`src/rtl/sar_pkg.sv`:
```
package sar_pkg;

  typedef enum logic [1:0] {
    ST_IDLE  = 2'd0,
    ST_SETUP = 2'd1,
    ST_CONV  = 2'd2
  } sar_state_e;

  typedef enum logic [1:0] {
    TRG_NONE  = 2'd0,
    TRG_TIMER = 2'd1,
    TRG_COUNT = 2'd2,
    TRG_RSVD  = 2'd3
  } trg_sel_e;

endpackage

```
`src/rtl/sar_tick_gen.sv`:
```
module sar_tick_gen #(
  parameter int PSC_W = 2,
  localparam int CNT_W = 2 ** PSC_W
) (
  input  logic             clk,
  input  logic             rst_n,
  input  logic             restart,
  input  logic             run,
  input  logic [PSC_W-1:0] psc_sel,
  output logic             tick
);

  logic [CNT_W-1:0] cnt_q, cnt_d;
  logic [CNT_W-1:0] limit;

  // limit = 2^(psc_sel+1) - 1, built as a run of ones
  always_comb begin
    for (int i = 0; i < CNT_W; i++) begin
      limit[i] = (i <= int'(psc_sel));
    end
  end

  assign tick = run && (cnt_q == limit);

  always_comb begin
    cnt_d = cnt_q;
    if (restart) begin
      cnt_d = '0;
    end else if (run) begin
      if (tick) cnt_d = '0;
      else      cnt_d = cnt_q + 1'b1;
    end else begin
      cnt_d = '0;
    end
  end

  always_ff @(posedge clk or negedge rst_n) begin
    if (!rst_n) cnt_q <= '0;
    else        cnt_q <= cnt_d;
  end

  AST_TICK_SPACED: assert property (@(posedge clk) disable iff (!rst_n)
    tick |=> !tick);

endmodule

```
`src/rtl/sar_start_ctl.sv`:
```
module sar_start_ctl
  import sar_pkg::*;
(
  input  logic       clk,
  input  logic       rst_n,
  input  logic       start_wr,
  input  logic [1:0] trig_sel,
  input  logic       timer_evt,
  input  logic       count_evt,
  input  logic       standby,
  input  logic       busy,
  output logic       start_bit,
  output logic       begin_conv
);

  logic start_q, start_d;
  logic hw_req, any_req;

  always_comb begin
    hw_req = 1'b0;
    case (trg_sel_e'(trig_sel))
      TRG_TIMER: hw_req = timer_evt;
      TRG_COUNT: hw_req = count_evt;
      default:   hw_req = 1'b0;
    endcase
    any_req = start_wr | hw_req;
  end

  // Start bit lives for one cycle: set when idle, cleared as conversion begins
  always_comb begin
    start_d = 1'b0;
    if (!standby && !start_q && !busy && any_req) start_d = 1'b1;
  end

  assign begin_conv = start_q && !standby;
  assign start_bit  = start_q;

  always_ff @(posedge clk or negedge rst_n) begin
    if (!rst_n) start_q <= 1'b0;
    else        start_q <= start_d;
  end

  AST_START_SELF_CLEAR: assert property (@(posedge clk) disable iff (!rst_n)
    start_q |=> !start_q);
  AST_START_ONLY_IDLE: assert property (@(posedge clk) disable iff (!rst_n)
    start_q |-> !busy);
  AST_STBY_NO_START: assert property (@(posedge clk) disable iff (!rst_n)
    standby |=> !start_q);

endmodule

```
`src/rtl/sar_engine.sv`:
```
module sar_engine
  import sar_pkg::*;
#(
  parameter int RES_W       = 12,
  parameter int SETUP_TICKS = 12,
  parameter int STEPS       = 4,
  parameter int CHAN_W      = 4,
  parameter int NUM_CH      = 8,
  localparam int SEL_W      = $clog2(NUM_CH)
) (
  input  logic              clk,
  input  logic              rst_n,
  input  logic              begin_conv,
  input  logic              standby,
  input  logic              tick,
  input  logic [CHAN_W-1:0] chan_cfg,
  input  logic              comp_in,
  output logic              busy,
  output logic              sh_sample,
  output logic [SEL_W-1:0]  amux_sel,
  output logic [RES_W-1:0]  dac_code,
  output logic              fin
);

  localparam int SC_W = $clog2(SETUP_TICKS);
  localparam int PH_W = $clog2(STEPS);
  localparam int BI_W = $clog2(RES_W);
  localparam logic [SC_W-1:0] SETUP_LAST = SC_W'(SETUP_TICKS - 1);
  localparam logic [PH_W-1:0] PH_TRIAL   = '0;
  localparam logic [PH_W-1:0] PH_SAMPLE  = PH_W'(STEPS - 2);
  localparam logic [PH_W-1:0] PH_DECIDE  = PH_W'(STEPS - 1);
  localparam logic [BI_W-1:0] BIT_TOP    = BI_W'(RES_W - 1);

  sar_state_e       state_q, state_d;
  logic [SC_W-1:0]  setup_q, setup_d;
  logic [PH_W-1:0]  phase_q, phase_d;
  logic [BI_W-1:0]  bit_q, bit_d;
  logic [RES_W-1:0] sar_q, sar_d;
  logic [SEL_W-1:0] chan_q, chan_d;
  logic             cmp_q, cmp_d;
  logic             fin_q, fin_d;

  always_comb begin
    state_d = state_q;
    setup_d = setup_q;
    phase_d = phase_q;
    bit_d   = bit_q;
    sar_d   = sar_q;
    chan_d  = chan_q;
    cmp_d   = cmp_q;
    fin_d   = 1'b0;
    if (standby) begin
      state_d = ST_IDLE;
    end else begin
      case (state_q)
        ST_IDLE: begin
          if (begin_conv) begin
            state_d = ST_SETUP;
            setup_d = '0;
            sar_d   = '0;
            chan_d  = chan_cfg[SEL_W-1:0];
          end
        end
        ST_SETUP: begin
          if (tick) begin
            if (setup_q == SETUP_LAST) begin
              state_d = ST_CONV;
              phase_d = PH_TRIAL;
              bit_d   = BIT_TOP;
            end else begin
              setup_d = setup_q + 1'b1;
            end
          end
        end
        ST_CONV: begin
          if (tick) begin
            phase_d = (phase_q == PH_DECIDE) ? PH_TRIAL : phase_q + 1'b1;
            if (phase_q == PH_TRIAL) begin
              sar_d[bit_q] = 1'b1;
            end
            if (phase_q == PH_SAMPLE) begin
              cmp_d = comp_in;
            end
            if (phase_q == PH_DECIDE) begin
              if (!cmp_q) sar_d[bit_q] = 1'b0;
              if (bit_q == '0) begin
                state_d = ST_IDLE;
                fin_d   = 1'b1;
              end else begin
                bit_d = bit_q - 1'b1;
              end
            end
          end
        end
        default: state_d = ST_IDLE;
      endcase
    end
  end

  always_ff @(posedge clk or negedge rst_n) begin
    if (!rst_n) begin
      state_q <= ST_IDLE;
      setup_q <= '0;
      phase_q <= '0;
      bit_q   <= '0;
      sar_q   <= '0;
      chan_q  <= '0;
      cmp_q   <= 1'b0;
      fin_q   <= 1'b0;
    end else begin
      state_q <= state_d;
      setup_q <= setup_d;
      phase_q <= phase_d;
      bit_q   <= bit_d;
      sar_q   <= sar_d;
      chan_q  <= chan_d;
      cmp_q   <= cmp_d;
      fin_q   <= fin_d;
    end
  end

  assign busy      = (state_q != ST_IDLE);
  assign sh_sample = (state_q == ST_SETUP);
  assign amux_sel  = chan_q;
  assign dac_code  = sar_q;
  assign fin       = fin_q;

  AST_SETUP_CODE_ZERO: assert property (@(posedge clk) disable iff (!rst_n)
    sh_sample |-> (dac_code == '0));
  AST_STBY_ABORT: assert property (@(posedge clk) disable iff (!rst_n)
    standby |=> !busy);
  AST_CHAN_HOLD: assert property (@(posedge clk) disable iff (!rst_n)
    (busy && $past(busy)) |-> $stable(amux_sel));
  AST_FIN_AFTER_BUSY: assert property (@(posedge clk) disable iff (!rst_n)
    fin |-> ($past(busy) && !busy));

endmodule

```
`src/rtl/sar_result_regs.sv`:
```
module sar_result_regs #(
  parameter int RES_W = 12,
  parameter int REG_W = 8,
  localparam int LO_BITS = RES_W - REG_W
) (
  input  logic             clk,
  input  logic             rst_n,
  input  logic             fin,
  input  logic [RES_W-1:0] result_in,
  input  logic             begin_conv,
  input  logic             rd_lo,
  input  logic             busy,
  output logic [REG_W-1:0] res_hi,
  output logic [REG_W-1:0] res_lo,
  output logic             done_flag,
  output logic             irq
);

  logic [RES_W-1:0] res_q, res_d;
  logic             flag_q, flag_d;
  logic             irq_q;

  always_comb begin
    res_d  = res_q;
    flag_d = flag_q;
    if (fin) begin
      res_d  = result_in;
      flag_d = 1'b1;
    end else if (begin_conv || rd_lo) begin
      flag_d = 1'b0;
    end
  end

  always_ff @(posedge clk or negedge rst_n) begin
    if (!rst_n) begin
      res_q  <= '0;
      flag_q <= 1'b0;
      irq_q  <= 1'b0;
    end else begin
      res_q  <= res_d;
      flag_q <= flag_d;
      irq_q  <= fin;
    end
  end

  assign res_hi = res_q[RES_W-1 -: REG_W];

  generate
    if (LO_BITS == REG_W) begin : g_lo_full
      assign res_lo = res_q[REG_W-1:0];
    end else begin : g_lo_pad
      assign res_lo = {res_q[LO_BITS-1:0], {(REG_W - LO_BITS){1'b0}}};
    end
  endgenerate

  assign done_flag = flag_q;
  assign irq       = irq_q;

  AST_IRQ_ONE_CYCLE: assert property (@(posedge clk) disable iff (!rst_n)
    irq |=> !irq);
  AST_IRQ_WITH_FLAG: assert property (@(posedge clk) disable iff (!rst_n)
    irq |-> done_flag);
  AST_FLAG_LOW_BUSY: assert property (@(posedge clk) disable iff (!rst_n)
    busy |-> !done_flag);

endmodule

```
`src/rtl/adc_sar_sequencer.sv`:
```
module adc_sar_sequencer #(
  parameter int RES_W       = 12,
  parameter int SETUP_TICKS = 12,
  parameter int STEPS       = 4,
  parameter int CHAN_W      = 4,
  parameter int NUM_CH      = 8,
  parameter int PSC_W       = 2,
  parameter int REG_W       = 8,
  localparam int SEL_W      = $clog2(NUM_CH)
) (
  input  logic              clk,
  input  logic              rst_n,
  input  logic [CHAN_W-1:0] chan_sel,
  input  logic              start_wr,
  input  logic              standby,
  input  logic [1:0]        trig_sel,
  input  logic              timer_evt,
  input  logic              count_evt,
  input  logic [PSC_W-1:0]  psc_sel,
  input  logic              res_lo_rd,
  input  logic              comp_in,
  output logic              start_bit,
  output logic              busy,
  output logic              sh_sample,
  output logic [SEL_W-1:0]  amux_sel,
  output logic [RES_W-1:0]  dac_code,
  output logic [REG_W-1:0]  res_hi,
  output logic [REG_W-1:0]  res_lo,
  output logic              done_flag,
  output logic              irq
);

  // Reset: asserts asynchronously, releases on a clock edge
  logic [1:0] rst_sync_q;
  logic       rst_core_n;

  always_ff @(posedge clk or negedge rst_n) begin
    if (!rst_n) rst_sync_q <= 2'b00;
    else        rst_sync_q <= {rst_sync_q[0], 1'b1};
  end
  assign rst_core_n = rst_sync_q[1];

  logic begin_conv;
  logic tick;
  logic fin;

  sar_start_ctl u_start (
    .clk        (clk),
    .rst_n      (rst_core_n),
    .start_wr   (start_wr),
    .trig_sel   (trig_sel),
    .timer_evt  (timer_evt),
    .count_evt  (count_evt),
    .standby    (standby),
    .busy       (busy),
    .start_bit  (start_bit),
    .begin_conv (begin_conv)
  );

  sar_tick_gen #(.PSC_W(PSC_W)) u_tick (
    .clk     (clk),
    .rst_n   (rst_core_n),
    .restart (begin_conv),
    .run     (busy),
    .psc_sel (psc_sel),
    .tick    (tick)
  );

  sar_engine #(
    .RES_W       (RES_W),
    .SETUP_TICKS (SETUP_TICKS),
    .STEPS       (STEPS),
    .CHAN_W      (CHAN_W),
    .NUM_CH      (NUM_CH)
  ) u_engine (
    .clk        (clk),
    .rst_n      (rst_core_n),
    .begin_conv (begin_conv),
    .standby    (standby),
    .tick       (tick),
    .chan_cfg   (chan_sel),
    .comp_in    (comp_in),
    .busy       (busy),
    .sh_sample  (sh_sample),
    .amux_sel   (amux_sel),
    .dac_code   (dac_code),
    .fin        (fin)
  );

  sar_result_regs #(.RES_W(RES_W), .REG_W(REG_W)) u_result (
    .clk        (clk),
    .rst_n      (rst_core_n),
    .fin        (fin),
    .result_in  (dac_code),
    .begin_conv (begin_conv),
    .rd_lo      (res_lo_rd),
    .busy       (busy),
    .res_hi     (res_hi),
    .res_lo     (res_lo),
    .done_flag  (done_flag),
    .irq        (irq)
  );

endmodule

```
`config.mk`:
```
export PLATFORM = sky130hd
export DESIGN_NAME = adc_sar_sequencer
export DESIGN_NICKNAME = d
export VERILOG_FILES = /design/src/rtl/sar_pkg.sv /design/src/rtl/sar_tick_gen.sv /design/src/rtl/sar_start_ctl.sv /design/src/rtl/sar_engine.sv /design/src/rtl/sar_result_regs.sv /design/src/rtl/adc_sar_sequencer.sv
export SDC_FILE = /design/constraint.sdc
export NUM_CORES = 1
export LEC_CHECK = 0
export ABC_AREA = 1
export BUFFER_PORTS_ARGS = -buffer_cell sky130_fd_sc_hd__buf_2
export CAP_MARGIN = 20
export CORE_MARGIN = 1
export CORE_UTILIZATION = 55
export DETAILED_ROUTE_END_ITERATION = 10
export PLACE_DENSITY = 0.76
export SLEW_MARGIN = 30
export SYNTH_ARGS = -nofsm -noshare
export SYNTH_HDL_FRONTEND = slang
export SYNTH_SLANG_ARGS = --single-unit
export TNS_END_PERCENT = 30
```
`constraint.sdc`:
```
create_clock -name clk -period 1.95 [get_ports clk]
set_clock_uncertainty 0.15 [all_clocks]
set_input_delay 0.0975 -clock clk [delete_from_list [all_inputs] [get_ports clk]]
set_output_delay 0.0975 -clock clk [all_outputs]
set_load 0.01 [all_outputs]
```
==> impl_metrics.yaml <==
clock_network:
  clkLatencyLatePin_ps: 310
  post_cts.repair.setup_buffers: 0
  cts_buffer_depth: 2
  path_clk_slew_ps: 90
  cts_htree_levels: 2
  cts_tree: "yes"
  cts_buffers: 5
  cts.sinks: 50
  cts-root-buf: "clkbuf_8"
sta:
  fin_crit_sh: 0.922
  tightestPinTransition_ps: 600
  setup_ws_ps: 153
  tns_ps: 0
  hold_slack_ps: 202
  maxSlewHeadroom: 0.600
  timing.fmax_ghz: 0.556
  finalHoldViolCount: 0
  rsz0062_at_grt: "no"
  setup_violations: 0
  fin_crit_ps: 1800
  maxSlewViolCount: 0
grt:
  antenna_found_initial: 0
  grt_max_degree: 49
  grt_pass1_wl_um: 9230
  grt_pass1_vias: 2149
  grt_overflow_total: 0
  track_usage: 0.231
floorplanning:
  start_util: 0.592
  die_h_um: 71.6
  pin_count: 52
  fp.dieArea_mm2: 0.00513
  rows: 24
  die_w_um: 71.6
  fp.coreArea_mm2: 0.00450
pwr:
  pwr-share-clk: 0.298
  p_int_mw: 1.69
  p_comb_frac: 0.231
  p_switching_mw: 0.764
  power_leakage_nw: 1.63
  peakVddDrop_mv: 0.342
  seq_power_share: 0.471
  switching_share: 0.311
  power_density_mw_per_mm2: 768
status:
  status: "finished, final reports clean"
yosys:
  synth_seq_cells: 50
  synth_cell_types: 31
  synth_area_leaders: "dfrtp_1 (47%), nand2_1 (13%), ha_1 (5.6%)"
  synth.top_cell.area_share: 0.469
  synth_edf_count: 0
  yosysSeqAreaShare: 0.469
  ys.flop_type: "dfrtp_1"
  netlist_area_mm2: 0.00267
  avgSynthCellArea_um2: 8.28
  synthCells: 322
  yosys_warnings: 0
  synth_top_area_cell: "dfrtp_1"
  async_flop_share: 1.00
route:
  postRouteAntennaNets: 0
  vias: 2250
  dr.pass1.iters: 4
  wl_per_cell_um: 12.0
  wl_um: 5240
  drtIter0Drc: 118
  viasPerCell: 5.16
  drc: 0
setup_path:
  worstSetupPathType: "reg2reg"
  arrival_ps: 1900
  cp.required_ps: 2050
  crit_fanout: 7
  crit_path_end_kind: "register"
  crit_path_start_kind: "register"
job:
  maxCapViolations: 0
place:
  place.detailed.hpwl_um: 3760
  place_congestion: 0.828
  io_buffer_count: 46
  placed_area_mm2: 0.00296
  pre_cts_ws_ps: 27.6
  placed_cells: 418
cells_and_area:
  fillers: 360
  num_antenna_cells: 0
  finalNonFillerCells: 436
  stdcell_area_mm2: 0.00320
  drive_gt1_frac: 0.224
  fin_nets: 411
  areaGrowthSynthToFinish_pct: 19.9
worst_hold_path:
  hold_path.class: "reg2async"
stage by stage:
step	power (mW)	util
finish	2.46	0.710
detailed placement	1.72	0.656
global route	2.59	0.710
floorplan	1.58	-
CTS	2.47	0.704
global placement	1.70	0.656
cell type report:
cell class                 instances  area, um2  share of cell area
inverter                          34        128              0.0399
timing repair buffer              62        379               0.119
clock buffer                       5       68.8              0.0215
clock inverter                     3       45.0              0.0141
sequential                        50       1250               0.392
multi-input combinational        230       1260               0.394
tap                               52       65.1              0.0203
cells by family after synthesis:
family / Yosys count / synth area share
compound gates: 49 / 0.114
xor+xnor: 6 / 0.0197
fa+ha+maj: 12 / 0.0563
buf+inv: 45 / 0.0718
flops: 50 / 0.469
mux: 3 / 0.0127
other cells: 2 / 0.00282
simple gates: 155 / 0.253
power by group through the flow:
| stage | Sequential [mW] | Combinational (mW) | Clock (mW) |
|---|---|---|---|
| floorplan | 1.20 | 0.385 | 0 |
| finish | 1.16 | 0.567 | 0.732 |
| global placement | 1.17 | 0.527 | 0 |
| CTS | 1.16 | 0.561 | 0.752 |
| global route | 1.17 | 0.646 | 0.776 |
| detailed placement | 1.18 | 0.543 | 0 |
timing repair:
item / 4_1_cts / 5_1_grt
endpoints found under the hold margin: 10 / 0
hold buffers: 10 / 0
endpoints found under the setup margin: 0 / 16
resized for setup: 0 / 7
metal layers:
metal,up-vias,global-route usage,wire (um),part of all wire
met3,6,0.0478,196,0.037
met5,-,0,0,0
met4,0,0.0741,70,0.013
li1,1159,-,-,-
met1,1039,0.290,2490,0.48
met2,46,0.399,2480,0.47
worst max-delay path, cell delays in order (launching register included):
cell and delay, ps:
dfrtp_1 450, nor2_2 170, nor2_2 50, nand3_2 80
nor2_4 50, buf_4 150, o21ai_0 400, o21bai_1 150
nand2_1 80
registers in the layout, indices dropped and copies added (netlist names), 2 cells and up:
signal,count
u_tick.cnt_q,4
u_engine.setup_q,4
u_engine.dac_code,12
u_engine.phase_q,2
rst_sync_q,2
u_engine.bit_q,4
u_result.res_q,12
u_engine.state_q,2
u_engine.amux_sel,3
worst paths after layout:
kind / start / endpoint / slack [ps] / depth (start not counted)
max: u_engine.state_q[0] / u_engine.bit_q[3] / 150 / 8
min: rst_sync_q[1] / u_engine.bit_q[3] / 200 / 1
max reg2reg: u_engine.state_q[0] / u_engine.bit_q[3] / 150 / 8
min reg2reg: rst_sync_q[1] / u_engine.bit_q[3] / 200 / 1
max in group asynchronous: rst_sync_q[1] / u_engine.amux_sel[2] / 1040 / 1
min in group clk: rst_sync_q[0] / rst_sync_q[1] / 200 / 0
cells in the mapped netlist (all sizes together), types with 3 or more instances:
library cell,n
nand2,93
dfrtp,50
inv,34
nor2,34
o21ai,28
nand3,20
ha,12
o211ai,9
buf,8
nand4,5
o21bai,5
clkbuf,3
mux2,3
xnor2,3
xor2,3
cell usage in the layout (no fill, tap or decap), drive strengths merged:
master       synthesis  layout
xor2                 3       3
ha                  12      12
nand4                5       5
or3                  1       1
nand2               93      93
o21ai               28      28
bufinv               0       1
dfrtp               50      50
inv                 34      34
o311ai               2       2
a22o                 1       1
o31ai                2       2
o211ai               9       9
clkbuf               3       5
nand3               20      20
a21oi                2       2
clkinvlp             0       2
o21bai               5       5
conb                 2       5
dlygate4sd3          0      10
nor3                 2       2
buf                  8      52
mux2                 3       3
xnor2                3       3
nor2                34      34
Note: power is estimated with default switching activity, not from simulation.
